--- config.mk ---
export PLATFORM = sky130hd
export DESIGN_NAME = grayscale_phase_gen
export DESIGN_NICKNAME = d
export VERILOG_FILES = /design/src/rtl/gpg_pkg.sv /design/src/rtl/gpg_frame_seq.sv /design/src/rtl/gpg_column.sv /design/src/rtl/gpg_polarity.sv /design/src/rtl/grayscale_phase_gen.sv
export SDC_FILE = /design/constraint.sdc
export NUM_CORES = 1
export LEC_CHECK = 0
export ABC_AREA = 1
export BUFFER_PORTS_ARGS = -buffer_cell sky130_fd_sc_hd__buf_2
export CORE_MARGIN = 5
export CORE_UTILIZATION = 40
export CTS_CLUSTER_DIAMETER = 120
export DETAILED_ROUTE_END_ITERATION = 16
export MAX_ROUTING_LAYER = met4
export PLACE_DENSITY = 0.71
export SLEW_MARGIN = 10
export SYNTH_ARGS = -nofsm -noshare
export SYNTH_HDL_FRONTEND = slang
export SYNTH_HIERARCHICAL = 1
export SYNTH_SLANG_ARGS = --single-unit
--- constraint.sdc ---
create_clock -name clk_i -period 2.4 [get_ports clk_i]
set_input_delay 0.48 -clock clk_i [delete_from_list [all_inputs] [get_ports clk_i]]
set_output_delay 0.48 -clock clk_i [all_outputs]
set_load 0.03 [all_outputs]
--- src/rtl/gpg_pkg.sv ---
package gpg_pkg;

  typedef enum logic [1:0] {
    DRV_GND = 2'b00,
    DRV_NEG = 2'b01,
    DRV_POS = 2'b10
  } drive_e;

endpackage

--- src/rtl/gpg_frame_seq.sv ---
module gpg_frame_seq #(
  parameter int unsigned CNT_W = 7
) (
  input  logic             clk_i,
  input  logic             rst_ni,
  input  logic             valid_i,
  output logic             ready_o,
  output logic             accept_o,
  output logic             active_o,
  output logic [CNT_W-1:0] count_o
);

  localparam logic [CNT_W-1:0] LAST_CNT = {CNT_W{1'b1}};

  logic             active_q;
  logic [CNT_W-1:0] count_q;
  logic             at_last;

  assign at_last  = active_q && (count_q == LAST_CNT);
  assign ready_o  = !active_q || at_last;
  assign accept_o = valid_i && ready_o;
  assign active_o = active_q;
  assign count_o  = count_q;

  always_ff @(posedge clk_i or negedge rst_ni) begin
    if (!rst_ni) begin
      active_q <= 1'b0;
      count_q  <= '0;
    end else if (accept_o) begin
      active_q <= 1'b1;
      count_q  <= '0;
    end else if (active_q) begin
      if (at_last) begin
        active_q <= 1'b0;
      end else begin
        count_q <= count_q + 1'b1;
      end
    end
  end

  // the count steps by one each cycle inside a frame
  a_r3_count_step: assert property (@(posedge clk_i) disable iff (!rst_ni)
    (active_q && !at_last && !valid_i) |=> (active_q && count_q == $past(count_q) + 1'b1));

  // no request is taken in the middle of a frame
  a_r7_busy_not_ready: assert property (@(posedge clk_i) disable iff (!rst_ni)
    (active_q && count_q != LAST_CNT) |-> !ready_o);

  // an accept while running can only occur on the final count
  a_r8_chain_on_last: assert property (@(posedge clk_i) disable iff (!rst_ni)
    (accept_o && active_q) |=> (active_q && count_q == '0));

endmodule

--- src/rtl/gpg_column.sv ---
module gpg_column
  import gpg_pkg::*;
#(
  parameter int unsigned LEVEL_W = 6,
  parameter int unsigned CNT_W   = LEVEL_W + 1
) (
  input  logic               clk_i,
  input  logic               rst_ni,
  input  logic               accept_i,
  input  logic [LEVEL_W-1:0] level_i,
  input  logic               active_i,
  input  logic [CNT_W-1:0]   count_i,
  output drive_e             phase_o
);

  localparam int unsigned    PULSE_LEN = 1 << LEVEL_W;
  localparam logic [CNT_W-1:0] PULSE_CNT = CNT_W'(PULSE_LEN);

  logic [LEVEL_W-1:0] snap_q;
  logic [CNT_W-1:0]   lead_end;
  logic [CNT_W-1:0]   since_lead;
  logic               in_pulse;

  always_ff @(posedge clk_i or negedge rst_ni) begin
    if (!rst_ni) begin
      snap_q <= '0;
    end else if (accept_i) begin
      snap_q <= level_i;
    end
  end

  assign lead_end   = {{(CNT_W-LEVEL_W){1'b0}}, snap_q};
  assign since_lead = count_i - lead_end;
  assign in_pulse   = (count_i > lead_end) && (since_lead <= PULSE_CNT);

  always_comb begin
    if (!active_i) begin
      phase_o = DRV_GND;
    end else if (in_pulse) begin
      phase_o = DRV_POS;
    end else begin
      phase_o = DRV_NEG;
    end
  end

  // the captured level only changes on an accepted request
  a_r7_snapshot_hold: assert property (@(posedge clk_i) disable iff (!rst_ni)
    !accept_i |=> $stable(snap_q));

  // count 0 of every frame is a negative-level cycle
  a_r4_first_negative: assert property (@(posedge clk_i) disable iff (!rst_ni)
    (active_i && count_i == '0) |-> (phase_o == DRV_NEG));

  // outside a frame the column rests at ground
  a_r6_idle_ground: assert property (@(posedge clk_i) disable iff (!rst_ni)
    !active_i |-> (phase_o == DRV_GND));

endmodule

--- src/rtl/gpg_polarity.sv ---
module gpg_polarity
  import gpg_pkg::*;
(
  input  drive_e     phase_i,
  input  logic       force_gnd_i,
  input  logic       invert_i,
  output logic [1:0] drive_o
);

  drive_e drive_sel;

  always_comb begin
    if (force_gnd_i) begin
      drive_sel = DRV_GND;
    end else if (invert_i) begin
      case (phase_i)
        DRV_POS: drive_sel = DRV_NEG;
        DRV_NEG: drive_sel = DRV_POS;
        default: drive_sel = DRV_GND;
      endcase
    end else begin
      drive_sel = phase_i;
    end
  end

  assign drive_o = drive_sel;

endmodule

--- src/rtl/grayscale_phase_gen.sv ---
module grayscale_phase_gen
  import gpg_pkg::*;
#(
  parameter int unsigned NUM_COLS = 8,
  parameter int unsigned LEVEL_W  = 6
) (
  input  logic                        clk_i,
  input  logic                        rst_ni,
  input  logic                        frame_valid_i,
  output logic                        frame_ready_o,
  input  logic [NUM_COLS*LEVEL_W-1:0] level_i,
  input  logic                        force_gnd_i,
  input  logic                        invert_i,
  output logic [NUM_COLS*2-1:0]       drive_o
);

  localparam int unsigned CNT_W = LEVEL_W + 1;

  logic             accept;
  logic             active;
  logic [CNT_W-1:0] count;

  gpg_frame_seq #(
    .CNT_W (CNT_W)
  ) u_seq (
    .clk_i    (clk_i),
    .rst_ni   (rst_ni),
    .valid_i  (frame_valid_i),
    .ready_o  (frame_ready_o),
    .accept_o (accept),
    .active_o (active),
    .count_o  (count)
  );

  for (genvar c = 0; c < NUM_COLS; c++) begin : g_col
    drive_e phase;

    gpg_column #(
      .LEVEL_W (LEVEL_W),
      .CNT_W   (CNT_W)
    ) u_col (
      .clk_i    (clk_i),
      .rst_ni   (rst_ni),
      .accept_i (accept),
      .level_i  (level_i[c*LEVEL_W +: LEVEL_W]),
      .active_i (active),
      .count_i  (count),
      .phase_o  (phase)
    );

    gpg_polarity u_pol (
      .phase_i     (phase),
      .force_gnd_i (force_gnd_i),
      .invert_i    (invert_i),
      .drive_o     (drive_o[2*c +: 2])
    );

    // the unused code never reaches a column output
    a_r1_legal_code: assert property (@(posedge clk_i) disable iff (!rst_ni)
      drive_o[2*c +: 2] != 2'b11);

    // forcing grounds the column in the same cycle
    a_r9_force_ground: assert property (@(posedge clk_i) disable iff (!rst_ni)
      force_gnd_i |-> (drive_o[2*c +: 2] == 2'b00));

    // inversion never turns a driven cycle into ground
    a_r10_invert_keeps_drive: assert property (@(posedge clk_i) disable iff (!rst_ni)
      (!force_gnd_i && phase != DRV_GND) |-> (drive_o[2*c +: 2] != 2'b00));
  end

  // with no frame running, every column is grounded
  a_r2_idle_all_ground: assert property (@(posedge clk_i) disable iff (!rst_ni)
    !active |-> (drive_o == '0));

endmodule

==> metrics.md <==
| Metric | Value |
|---|---|
| Area after DPL | between 6000 and 7000 um2 |
| I/O Pins | 70 |
| Reg2reg path depth | 12 |
| Sw Share | around a quarter |
| Power Internal | between 1000 and 1500 uW |
| Reg2reg end | g_col[3].u_col/snap_q[2] |
| Max Root-Sink Buffers | 2 |
| Final Cycle Share | 130% |
| Grt ovf | 0 |
| Hold Crit Class | primary input to async pin |
| Crit path max fanout | 5 |
| Post-synthesis adder-cell area fraction | between 10% and 20% |
| Logic pwr share | a little over a tenth |
| Post-synth top flop | dfrtp_1 |
| Area Overhead vs Synth | 36.0% |
| Post-layout util | ~55% |
| WL final | 14.8 mm |
| CTS tree | yes |
| Wire length per cell | around 12 um |
| Critical Path, Cell by Cell | buf_6 -> inv_1 -> ha_2 -> inv_2 -> fa_2 -> inv_2 -> nand2_1 -> nor2_2 -> nand3_2 -> nor2_2 -> nand2_1 -> nand2_2 -> nand2_2 -> nor2_4 -> nand2_2 -> nand2_2 -> nor2_4 -> buf_6 |
| Cells after Synth | 868 |
| Power Dens Cells | 253 nW/um2 |
| Tmin final | 3.12 ns |
| Nets | 1,128 |
| Vias/cell | 4.89 |
| Commonest cells in the netlist | 262 x nand2_1, 160 x inv_1, 83 x nand3_1 |
| Crit path from | u_seq/count_o[0] |
| P_sw | roughly 470 uW |
| Area of the core | approximately 14,000 um2 |
| Largest family of logic cells by synthesized area | simple AND/OR/NAND/NOR gates |
| Post-Synth Simple-Gate Area | a little over a third |
| Root Buffer | clkbuf_16 |
| Register share of total power | between 40% and 50% |
| Die Span X | 128 um |
| Avg Inst Size Synth | ~6.4 um2 |
| Syn_nets | 978 |
| Clock Latency Late Sink | ~0.30 ns |
| Critical path capture point type | output port |
| Fin. Hold Viols | 0 |
| Post-synth EDFFs | 0 |
| Number of buffers inserted by hold repair at cts | 0 |
| Slew headroom | approximately two thirds |
| CP required | approximately 1.9 ns |
| Cell accounting for the most synthesized area | dfrtp_1 |
| Largest net degree at the start of global routing | 27 |
| Crit Path Class | flop to output port |
| 1st-iter DRT viols | 245 |
| Initial antenna violation count | 0 |
| Global Route Usage Sum | 18.5% |
| # diodes | 0 |
| Critical Path End | drive_o[1] |
| Fin area | 7540 um2 |
| Number of buffers added on ports | 69 |
| FMAX | ~320 MHz |
| Compound-cell area share of the yosys netlist | 10.5% |
| CTS H-Tree Depth | 2 |
| Yosys warnings | 6 |
| Status | complete, but fails checks |
| Clk sinks | between 50 and 60 |
| Mux contribution to synthesized area | 1.62% |
| Post-DP HPWL | roughly 11 mm |
| Share of layout cells above drive strength 1 | approximately 32% |
| Flop2flop setup slack | ~0.23 ns |
| FFs w/ async S/R, synth | 100% |
| Die area | around 16,000 um2 |
| Worst reg2reg path startpoint | u_seq/count_o[0] |
| Leading post-synthesis cells by cell area | dfrtp_1 25%, nand2_1 18%, ha_1 11% |
| RSZ-0062 raised after global routing | true |
| Sequential fraction of the synthesis area | around a quarter |
| # DRC | 0 |
| Worst-Margin Slew | just over 0.5 ns |
| GP Congestion | slightly below 0.9 |
| Clock power share | about two fifths |
| Failing checks | setup timing |
| Setup crit start kind | flop |
| Site row count | 43 |
| Die Y | ~130 um |
| Count leader, synth | nand2_1 |
| Post-synthesis sequential element count | 56 |
| Share of the synthesized area in the top cell type | around 25% |
| CP Data Arrival Time | 2.64 ns |
| Peak VDD IR | 0.284 mV |
| Max-cap violation count | 0 |
| Worst path most repeated cell | nand2_2 |
| First-pass GRT wire length | between 20 and 25 mm |
| Synthesized area | about 5500 um2 |
| Final number of setup-violating endpoints | 16 |
| DR pass1 iterations | 4 |
| Skew final | 0.00722 ns |
| Number of global-route vias before repair | between 5,000 and 6,000 |
| Distinct cells, synth | 26 |
| PnR worst setup slack | -0.721 ns |
| Slowest cell on crit path | fa_2 |
| Final Max Tran Viols | 0 |
| Crit-path max cell delay | approximately 0.43 ns |
| Vias | 5,866 |
| Starting Density | 40.4% |
| Leakage | 0.00418 uW |
| Num CTS Buffers | 5 |
| Clock transition at path regs | 0.07 ns |
| Synth Area in XOR/XNOR | 0% |
| Antenna Nets Post-Route | 0 |
-- cells in the final DEF, fill, tap and decap left out, types with 2 or more instances in the layout --
master and n:
nand3_2 4, clkinv_2 2, inv_2 21, mux2_2 8, inv_1 142, dfrtp_1 54, buf_12 5, ha_4 6
o21ai_0 40, nand3_1 79, nor2_2 7, dfrtp_2 2, inv_4 4, nand4_1 18, nor2_1 33, nor3_1 21
buf_2 52, a21oi_4 8, buf_6 18, a21oi_2 23, nand2_1 226, fa_2 7, a21oi_1 30, nand2_4 3
nand2_2 47, ha_1 42, nor2_4 25, clkbuf_16 5, buf_4 78
-- logic make-up (layout without fill, tap and decap cells) --
group,Yosys count,after routing
mux,8,8
compound gates,105,105
buf+inv,178,329
simple gates,464,464
flops,56,56
fa+ha+maj,57,57
-- sequential cells by signal (all words and copies together), names as in the netlist --
register and cells:
u_seq/active_o 1, g_col.u_col/snap_q 48, u_seq/count_o 7
-- how the worst min path moves through the flow --
stage | to | cells after the start
floorplan | g_col[0].u_col/snap_q[0] | 0
global placement | g_col[4].u_col/snap_q[3] | 1
detailed placement | g_col[4].u_col/snap_q[3] | 1
CTS | g_col[4].u_col/snap_q[3] | 1
global route | g_col[7].u_col/snap_q[5] | 1
finish | g_col[4].u_col/snap_q[3] | 1
-- worst max-delay path, delay by kind of cell, from the launching register on --
kind | cells | cell delay (ns)
flops | 1 | 0.42
fa+ha+maj | 2 | 0.60
simple gates | 11 | 0.88
buf+inv | 5 | 0.45
-- power by group through the flow --
stage / logic (uW) / clock network (uW) / registers, uW
3_3_place_gp: 173 / 0 / 961
3_5_place_dp: 174 / 0 / 961
2_1_floorplan: 74.6 / 0 / 962
5_1_grt: 218 / 825 / 942
6_report: 200 / 767 / 942
4_1_cts: 199 / 787 / 942
-- repair_timing --
item	CTS	global route
gates resized for setup	89	50
setup endpoints to repair	16	17
buffers inserted	7	3
hold endpoints to repair	0	0
pin swaps	35	34
-- per-stage QoR --
stage	power, uW	TNS (ns)	hold slack (ns)	cells	setup WS (ns)
after floorplan	1040	-2.32	0.184	868	-0.154
after global placement	1130	-6.31	0.473	1181	-0.436
after detailed placement	1140	-6.90	0.480	1181	-0.465
after CTS	1930	-11.35	0.161	1196	-0.749
after global routing	1990	-13.71	0.186	1199	-0.943
final	1910	-11.02	0.144	1199	-0.721
-- layout make-up --
type | count | area (um2)
Fill cell | 1347 | 6180
Multi-Input combinational cell | 634 | 3970
Sequential cell | 56 | 1400
Timing Repair Buffer | 154 | 1160
Inverter | 167 | 637
Tap cell | 180 | 225
Clock buffer | 6 | 139
Clock inverter | 2 | 10.0
-- per-layer routing --
layer	vias up	part of all wire, %	track usage, %
met5	-	0	-
met4	0	2.4	4.74
met3	26	4.0	2.21
met2	102	49	31.6
met1	2684	45	23.3
li1	3054	-	-
Note: power is estimated with default switching activity, not from simulation.
